[src/rtl/segc_pkg.sv]
package segc_pkg;
  localparam int SEG_IDX_W = 3;
  localparam int ADR_W     = 32;

  typedef enum logic [SEG_IDX_W-1:0] {
    SEG_CS = 3'd0, SEG_SS = 3'd1, SEG_DS = 3'd2,
    SEG_ES = 3'd3, SEG_FS = 3'd4, SEG_GS = 3'd5
  } seg_id_e;

  typedef struct packed {
    logic       g;
    logic       db;
    logic       avl;
    logic       p;
    logic [1:0] dpl;
    logic       s;
    logic [3:0] typ;
  } seg_rights_t;

  typedef struct packed {
    logic [ADR_W-1:0] base;
    logic [ADR_W-1:0] limit;
    seg_rights_t      rights;
  } seg_entry_t;

  typedef enum logic [1:0] {
    FLT_NONE = 2'd0, FLT_GP = 2'd1, FLT_NP = 2'd2, FLT_STK = 2'd3
  } seg_fault_e;

  localparam seg_rights_t RM_RIGHTS = 11'h093;
  localparam logic [ADR_W-1:0] RM_LIMIT = 32'h0000_FFFF;
endpackage

[src/rtl/seg_desc_decode.sv]
module seg_desc_decode
  import segc_pkg::*;
(
  input  logic [63:0]          desc,
  input  logic [15:0]          sel,
  input  logic [SEG_IDX_W-1:0] seg,
  output seg_entry_t           ent,
  output seg_fault_e           fault
);
  logic [19:0] raw_lim;
  logic        is_cs, is_ss, is_null;

  assign raw_lim = {desc[51:48], desc[15:0]};
  assign is_cs   = (seg == SEG_CS);
  assign is_ss   = (seg == SEG_SS);
  assign is_null = (sel[15:2] == 14'd0);

  always_comb begin
    ent = '0;
    if (!is_null) begin
      ent.base         = {desc[63:56], desc[39:16]};
      ent.limit        = desc[55] ? {raw_lim, 12'hFFF} : {12'h000, raw_lim};
      ent.rights.g     = desc[55];
      ent.rights.db    = desc[54];
      ent.rights.avl   = desc[52];
      ent.rights.p     = desc[47];
      ent.rights.dpl   = desc[46:45];
      ent.rights.s     = desc[44];
      ent.rights.typ   = desc[43:40];
    end
  end

  always_comb begin
    fault = FLT_NONE;
    if (is_null) begin
      if (is_ss)      fault = FLT_STK;
      else if (is_cs) fault = FLT_GP;
    end else if (!desc[44]) begin
      fault = FLT_GP;
    end else if (is_cs != desc[43]) begin
      fault = FLT_GP;
    end else if (!desc[47]) begin
      fault = FLT_NP;
    end
  end
endmodule

[src/rtl/seg_entry_reg.sv]
module seg_entry_reg
  import segc_pkg::*;
#(
  parameter bit IS_CS     = 1'b0,
  parameter bit LEGACY_CS = 1'b0
) (
  input  logic        clk,
  input  logic        rst_n,
  input  logic        ld_hit,
  input  logic        ld_prot,
  input  logic [15:0] ld_sel,
  input  seg_entry_t  dec_ent,
  input  seg_fault_e  dec_fault,
  input  logic        dbg_hit,
  input  logic [1:0]  dbg_field,
  input  logic [31:0] dbg_data,
  output seg_entry_t  ent_q
);
  localparam bit FORCE_RM = IS_CS && LEGACY_CS;

  always_ff @(posedge clk) begin
    if (!rst_n) begin
      ent_q.base   <= '0;
      ent_q.limit  <= RM_LIMIT;
      ent_q.rights <= RM_RIGHTS;
    end else if (ld_hit) begin
      if (ld_prot) begin
        if (dec_fault == FLT_NONE) ent_q <= dec_ent;
      end else begin
        ent_q.base <= {12'h000, ld_sel, 4'h0};
        if (FORCE_RM) begin
          ent_q.limit  <= RM_LIMIT;
          ent_q.rights <= RM_RIGHTS;
        end
      end
    end else if (dbg_hit) begin
      case (dbg_field)
        2'd0:    ent_q.base   <= dbg_data;
        2'd1:    ent_q.limit  <= dbg_data;
        2'd2:    ent_q.rights <= dbg_data[10:0];
        default: ;
      endcase
    end
  end
endmodule

[src/rtl/seg_access_calc.sv]
module seg_access_calc
  import segc_pkg::*;
(
  input  seg_entry_t       ent,
  input  logic [ADR_W-1:0] off,
  output logic [ADR_W-1:0] lin,
  output logic             viol
);
  assign lin  = ent.base + off;
  assign viol = (off > ent.limit);
endmodule

[src/rtl/segcache_unit.sv]
module segcache_unit
  import segc_pkg::*;
#(
  parameter int NSEG      = 6,
  parameter bit LEGACY_CS = 1'b0
) (
  input  logic        clk,
  input  logic        rst_n,
  input  logic        ld_valid,
  output logic        ld_ready,
  input  logic [2:0]  ld_seg,
  input  logic        ld_prot,
  input  logic [15:0] ld_sel,
  input  logic [63:0] ld_desc,
  output logic        ld_done,
  output logic        flt_valid,
  output logic [1:0]  flt_code,
  input  logic        dbg_we,
  input  logic [2:0]  dbg_seg,
  input  logic [1:0]  dbg_field,
  input  logic [31:0] dbg_data,
  input  logic [2:0]  rd_seg,
  output logic [31:0] rd_base,
  output logic [31:0] rd_limit,
  output logic [10:0] rd_rights,
  output logic [1:0]  cpl,
  input  logic [2:0]  acc_seg,
  input  logic [31:0] acc_off,
  output logic [31:0] acc_lin,
  output logic        acc_viol
);
  localparam logic [SEG_IDX_W-1:0] NSEG_L = SEG_IDX_W'(NSEG);

  seg_entry_t ent_q [NSEG];
  seg_entry_t dec_ent, rd_ent, acc_ent;
  seg_fault_e dec_fault;
  logic       ld_in_range;

  assign ld_ready    = 1'b1;
  assign ld_in_range = (ld_seg < NSEG_L);

  seg_desc_decode u_dec (
    .desc (ld_desc),
    .sel  (ld_sel),
    .seg  (ld_seg),
    .ent  (dec_ent),
    .fault(dec_fault)
  );

  for (genvar i = 0; i < NSEG; i++) begin : g_seg
    seg_entry_reg #(
      .IS_CS    (i == 0),
      .LEGACY_CS(LEGACY_CS)
    ) u_ent (
      .clk      (clk),
      .rst_n    (rst_n),
      .ld_hit   (ld_valid && (ld_seg == SEG_IDX_W'(i))),
      .ld_prot  (ld_prot),
      .ld_sel   (ld_sel),
      .dec_ent  (dec_ent),
      .dec_fault(dec_fault),
      .dbg_hit  (dbg_we && (dbg_seg == SEG_IDX_W'(i))),
      .dbg_field(dbg_field),
      .dbg_data (dbg_data),
      .ent_q    (ent_q[i])
    );
  end

  always_ff @(posedge clk) begin
    if (!rst_n) begin
      ld_done   <= 1'b0;
      flt_valid <= 1'b0;
      flt_code  <= FLT_NONE;
    end else begin
      ld_done   <= ld_valid && ld_in_range;
      flt_valid <= ld_valid && ld_in_range && ld_prot && (dec_fault != FLT_NONE);
      flt_code  <= (ld_valid && ld_in_range && ld_prot) ? dec_fault : FLT_NONE;
    end
  end

  always_comb begin
    rd_ent  = '0;
    acc_ent = '0;
    if (rd_seg < NSEG_L)  rd_ent  = ent_q[rd_seg];
    if (acc_seg < NSEG_L) acc_ent = ent_q[acc_seg];
  end

  assign rd_base   = rd_ent.base;
  assign rd_limit  = rd_ent.limit;
  assign rd_rights = rd_ent.rights;
  assign cpl       = ent_q[SEG_SS].rights.dpl;

  seg_access_calc u_acc (
    .ent (acc_ent),
    .off (acc_off),
    .lin (acc_lin),
    .viol(acc_viol)
  );
endmodule

[config.mk]
export PLATFORM = sky130hd
export DESIGN_NAME = segcache_unit
export DESIGN_NICKNAME = d
export VERILOG_FILES = /design/src/rtl/segc_pkg.sv /design/src/rtl/seg_desc_decode.sv /design/src/rtl/seg_entry_reg.sv /design/src/rtl/seg_access_calc.sv /design/src/rtl/segcache_unit.sv
export SDC_FILE = /design/constraint.sdc
export NUM_CORES = 2
export LEC_CHECK = 0
export BUFFER_PORTS_ARGS = -buffer_cell sky130_fd_sc_hd__clkbuf_2
export CAP_MARGIN = 30
export CORE_UTILIZATION = 40
export DETAILED_ROUTE_END_ITERATION = 10
export PLACE_DENSITY = 0.66
export SLEW_MARGIN = 20
export SYNTH_ARGS = -nofsm -noshare
export SYNTH_HDL_FRONTEND = slang
export SYNTH_SLANG_ARGS = --single-unit
export TNS_END_PERCENT = 20
[constraint.sdc]
create_clock -name clk -period 4.9 [get_ports clk]
set_clock_uncertainty 0.1 [all_clocks]
set_input_delay 0.245 -clock clk [delete_from_list [all_inputs] [get_ports clk]]
set_output_delay 0.245 -clock clk [all_outputs]
set_load 0.02 [all_outputs]
## Word level (Yosys, flattened, before mapping)

Cells that the tools add are included.

| storage, ports and cells | value |
|---|---|
| bits in read-only memories | 0 |
| memories kept | 0 |
| memory bits (writable) | 0 |
| register bits | 454 |
| bits in latches | 0 |
| output and inout port bits | 115 |

| operators by class | value |
|---|---|
| $mul | 0 |
| eq/ne operators | 31 |
| $add $sub $neg | 1 |
| muxes and demuxes | 34 |
| divide/modulo/power cells | 0 |
| bitwise logic cells | 2 |
| order comparisons | 6 |
| reductions and logical operators | 64 |
| shift operators | 0 |

Operators by type and width:

| operator | count |
|---|---|
| 75-bit two-way mux | 20 |
| 75-bit binary-select mux with 3-bit select | 2 |
| 32-bit two-way mux | 4 |
| 2-bit nonzero test | 25 |
| 4-bit AND reduction | 12 |
| 43-bit two-way mux | 1 |
| 32-bit adder | 1 |
| 32-bit > comparator | 1 |
| 2-bit != test (second input constant) | 12 |
| 3-bit != test (second input constant) | 6 |
| 3-bit AND reduction | 6 |
| 1-bit logical AND | 15 |
| 14-bit logical NOT | 1 |
| 3-bit by 2-bit == test with 1-bit output (second input constant) | 4 |
| 3-bit == test (second input constant) | 4 |
| 11-bit two-way mux | 1 |
| 2-bit two-way mux | 5 |
| 3-bit < comparator (second input constant) | 3 |
| 4-bit >= comparator (second input constant) | 2 |
| 3-bit inverter with 4-bit output | 2 |
| 3-bit by 1-bit == test with 1-bit output (second input constant) | 2 |
| 3-bit logical NOT | 2 |
| 2-bit logical NOT | 2 |
| 2-bit by 1-bit == test with 1-bit output (second input constant) | 1 |
| 4 further kinds | 4 |

## Depth between registers and ports, before layout

| depth | value |
|---|---|
| depth after elaboration | 9 |
| gate-level depth with buffers | 14 |

## Hierarchy

Synthesis repeated with hierarchy kept, for this count alone.

| second synthesis, totals | value |
|---|---|
| cell total of the unflattened synthesis | 3959 |
| area, all modules | 34778.4 um^2 |

By module, submodules not included:

| module | cells each | area each (um^2) | instances |
|---|---|---|---|
| seg_entry_reg | 433 | 3972.6 | 6 |
| segcache_unit | 888 | 7706.1 | 1 |
| seg_access_calc | 343 | 2459.9 | 1 |
| seg_desc_decode | 130 | 777.0 | 1 |

## Least setup slack after synthesis

OpenSTA, ideal clock, no wires.

| path | value |
|---|---|
| kind | input to output |
| from | input acc_seg[0] |
| to | output acc_lin[30] |
| buffers on the path | 2 |
| cell stages on the path | 14 |
| arrival | 4.341 ns |
| path slack | 0.214 ns |
| cell sequence | clkbuf_1 -> buf_1 -> mux4_2 -> nand2_1 -> o21ai_0 -> ha_1 -> fa_1 -> a21o_1 -> a221oi_2 -> o211ai_1 -> a311oi_1 -> nor2_1 -> nor4b_1 -> o31ai_1 |

| between the ends | value |
|---|---|
| cells in the longest elaborated chain, start to end | 6 |
| elaborated cells on any way between the ends | 7 |

RTL lines:

| what | line | source |
|---|---|---|
| start: declaration | segcache_unit.sv:27 | `input logic [2:0] acc_seg,` |
| 3-bit inverter with 4-bit output (implied by the code) | segcache_unit.sv:85 | `if (acc_seg < NSEG_L) acc_ent = ent_q[acc_seg];` |
| 75-bit binary-select mux with 3-bit select | segcache_unit.sv:85 |  |
| 75-bit two-way mux (implied by the code) (2 in a row) | segcache_unit.sv:85 |  |
| 75-bit two-way mux * | segcache_unit.sv:85 |  |
| 32-bit adder * | seg_access_calc.sv:9 | `assign lin = ent.base + off;` |
| end: declaration | segcache_unit.sv:29 | `output logic [31:0] acc_lin,` |

Every way passes the cells marked *; elsewhere a longest branch is shown, timed or not. The select of a mux whose other input is x is not followed.

## Worst setup path in the final report

| path | value |
|---|---|
| from | register, netlist name g_seg[5].u_ent.ent_q[43] |
| to | output acc_lin[30] |

| between the ends | value |
|---|---|
| cells in the longest elaborated chain, start to end | 5 |

RTL lines:

| what | line |
|---|---|
| 75-bit binary-select mux with 3-bit select | segcache_unit.sv:85 |
| 75-bit two-way mux (implied by the code) (2 in a row) | segcache_unit.sv:85 |
| 75-bit two-way mux | segcache_unit.sv:85 |
| 32-bit adder | seg_access_calc.sv:9 |

No other way between the ends. The select of a mux whose other input is x is not followed.

==> impl_metrics.ini <==
[floorplan]
die_w_um = 269
io_pins = 278
fp.coreArea_um2 = 70400
num_rows = 97
start_util_pct = 40.7
die-area_um2 = 72600
chipHeight_um = 269

[synth]
ys_types = 80
syn_area_per_cell_um2 = 8.60
yosysTopAreaCellShare_pct = 31.8
synth_ff_type = dfxtp_1
yosys_warnings = 0
syn_inst = 3329
synth_edf_count = 0
ys_top_cells_by_area = dfxtp_1, mux4_2, o211a_1, o21ai_0, o211ai_1
yosysMostFrequentCell = dfxtp_1
yosys_register_bits = 454
syn-num-nets = 3556
synth_top_area_cell = dfxtp_1
synthArstFlopShare_pct = 0
synth_common_cells = dfxtp_1, o21ai_0, nand2_1
seq_area_frac_synth_pct = 31.8
syn_area_um2 = 28600

[global_route]
antenna_found_initial = 14
grt_pass1_wl_um = 171000
grt-ovfl-total = 0
grt_use_total_pct = 30.8
grt_pass1_vias = 26200
grt_max_degree = 143

[sta]
finalCritPeriodShare_pct = 95.8
fmax_mhz = 213
tns_ps = 0
hold_viol_final = 0
drv_slew = 0
setup_viol = 0
rsz0062_at_grt = false
max-slew-margin-rel_pct = 32.5
worstMarginPinSlew_ps = 1010
period_needed_ps = 4690

[run]
max_cap_violations = 0

[critical_path]
cp-end-kind = primary output
critPathArrivalTime_ps = 4350
path_max_fanout = 3
required_ps = 4550
reg2reg_depth = 2
cp-start-kind = register
critical_path.startpoint = g_seg[5].u_ent.ent_q[43]$_SDFFE_PN0P_
reg2reg_slack_ps = 4070
r2r-start = g_seg[4].u_ent.ent_q[0]$_SDFFE_PN1P_
crit_type = register to primary output

[routing]
wl_met2_um = 49400
ant_nets = 0
drc = 0
initialDrtViolationCount = 3594
wl_um = 116000
via_count = 28200
viasPerCell = 6.39
top_layer = met5
wl_met1_um = 47700
dr.pass1.iters = 8
met3RoutedLength_um = 13600
post_drt_wl_per_cell_um = 26.2

[power_and_ir_drop]
p_per_area_nw_per_um2 = 278
p_leak_nw = 15.3
ir_drop_v = 0.000249

[finish]
post-route-util_pct = 46.2
nets = 3664
fillers = 6897
layout-drive-gt1-share_pct = 18.0
synthToLayoutAreaGrowth_pct = 13.7

[clock_network]
clock_latency_ps = 600
clockRootBuffer = clkbuf_16
clk_path_buf_depth = 3
clock-sinks = 454
htree_levels = 2
path_clk_slew_ps = 60
cts_tree = done
numCtsBuffers = 48

[min_path]
holdCritPathClass = input pin to register
hold_path_depth = 4
min-delay-start = dbg_data[21]

[placed_design]
post-dp-hpwl_um = 80400
gp_congestion = 0.944
port_buffers = 275

[run_status]
outcome = finished, final reports clean
-- metrics by stage --
step | worst slack (ps) | instances | hold slack, ps | cell area, um2 | total power, W
after CTS | 50.1 | 4408 | 0.971 | 32500 | 0.00900
after global routing | 18.3 | 4414 | 49.1 | 32500 | 0.00927
final | 207 | 4415 | 17.8 | 32500 | 0.00904
after detailed placement | 286 | 4315 | 354 | 30800 | 0.00531
after global placement | 356 | 4314 | 348 | 30800 | 0.00529
after floorplan | 214 | 3329 | 273 | 28600 | 0.00475
-- cell usage in the layout, fill, tap and decap left out, types with 19 or more instances in the layout --
cell type  synthesis  routed
nand2_1          415     413
ha_1              63      62
buf_4              4      67
o211a_1          234     234
nand3_1          124     121
mux4_2           139     139
o21ai_0          417     416
nor2_1           280     279
inv_1             90      90
o22ai_1           75      75
dfxtp_1          454     454
o21ai_1           18      19
clkbuf_2           0     268
a21oi_1          111     111
buf_12             0      20
clkbuf_16          0      49
mux2i_1          143     143
o211ai_1         239     239
-- power breakdown --
group / leakage [nW] / switching [W] / internal [W] / total, W
clock: 0.758 / 0.00159 / 0.00217 / 0.00376
combinational: 10.9 / 0.000992 / 0.000470 / 0.00146
sequential: 3.67 / 0.0000538 / 0.00377 / 0.00382
total: 15.3 / 0.00264 / 0.00640 / 0.00904
-- cell families (layout without fill, tap and decap cells) --
family                   Yosys count  in the layout  synth area share (%)
AO/OA/AOI/OAI                   1193           1193                  29.1
AND/OR/NAND/NOR                  901            901                  13.4
flip-flops                       454            454                  31.8
buffers and inverters            405            546                  5.95
multiplexers                     286            286                  16.1
adder cells (fa/ha/maj)           64             64                  2.82
XOR/XNOR                          25             25                 0.765
other                              1              6                0.0131
-- final timing paths --
check | to
setup / recovery | acc_lin[30]
hold / removal | g_seg[5].u_ent.ent_q[64]$_SDFFE_PN0P_
setup reg to reg | g_seg[4].u_ent.ent_q[0]$_SDFFE_PN1P_
hold reg to reg | g_seg[5].u_ent.ent_q[50]$_SDFFE_PN0P_
-- repair_timing --
item | CTS | global route
hold buffers | 10 | 0
endpoints found under the setup margin | 5 | 5
pin swaps | 0 | 2
hold endpoints to repair | 25 | 0
setup buffers | 0 | 0
gates resized for setup | 1 | 5
-- routing by layer --
metal	vias up	GRT usage, %
met4	18	12.3
met3	282	7.18
li1	12600	-
met1	13500	42.9
met2	1724	45.8
met5	-	0
-- cell type report --
class / count / area, um2 / share of cell area (%)
multi-input cells: 2470 / 17900 / 55.1
well taps: 940 / 1180 / 3.61
repair buffers: 372 / 2450 / 7.52
clock inverters: 10 / 160 / 0.492
diodes: 5 / 12.5 / 0.0384
flip-flops and latches: 454 / 9090 / 27.9
inverters: 91 / 342 / 1.05
clock buffers: 73 / 1400 / 4.29
-- worst max-delay path, stage by stage, from the launching register on --
cell and delay [ps]:
dfxtp_1 320, mux4_2 490, nand2_1 80, o21ai_1 200, ha_2 270, fa_1 420
a21o_1 240, a221oi_4 290, o211ai_1 210, a311oi_1 300, buf_4 230, nor2_1 100
nor4b_1 160, o31ai_1 230, buf_2 210
-- state kept, by name, indices dropped and copies added, names as in the netlist --
register and count:
flt_code 2, flt_valid 1, g_seg.u_ent.ent_q 450, ld_done 1
Power figures use the tool's default switching activity.
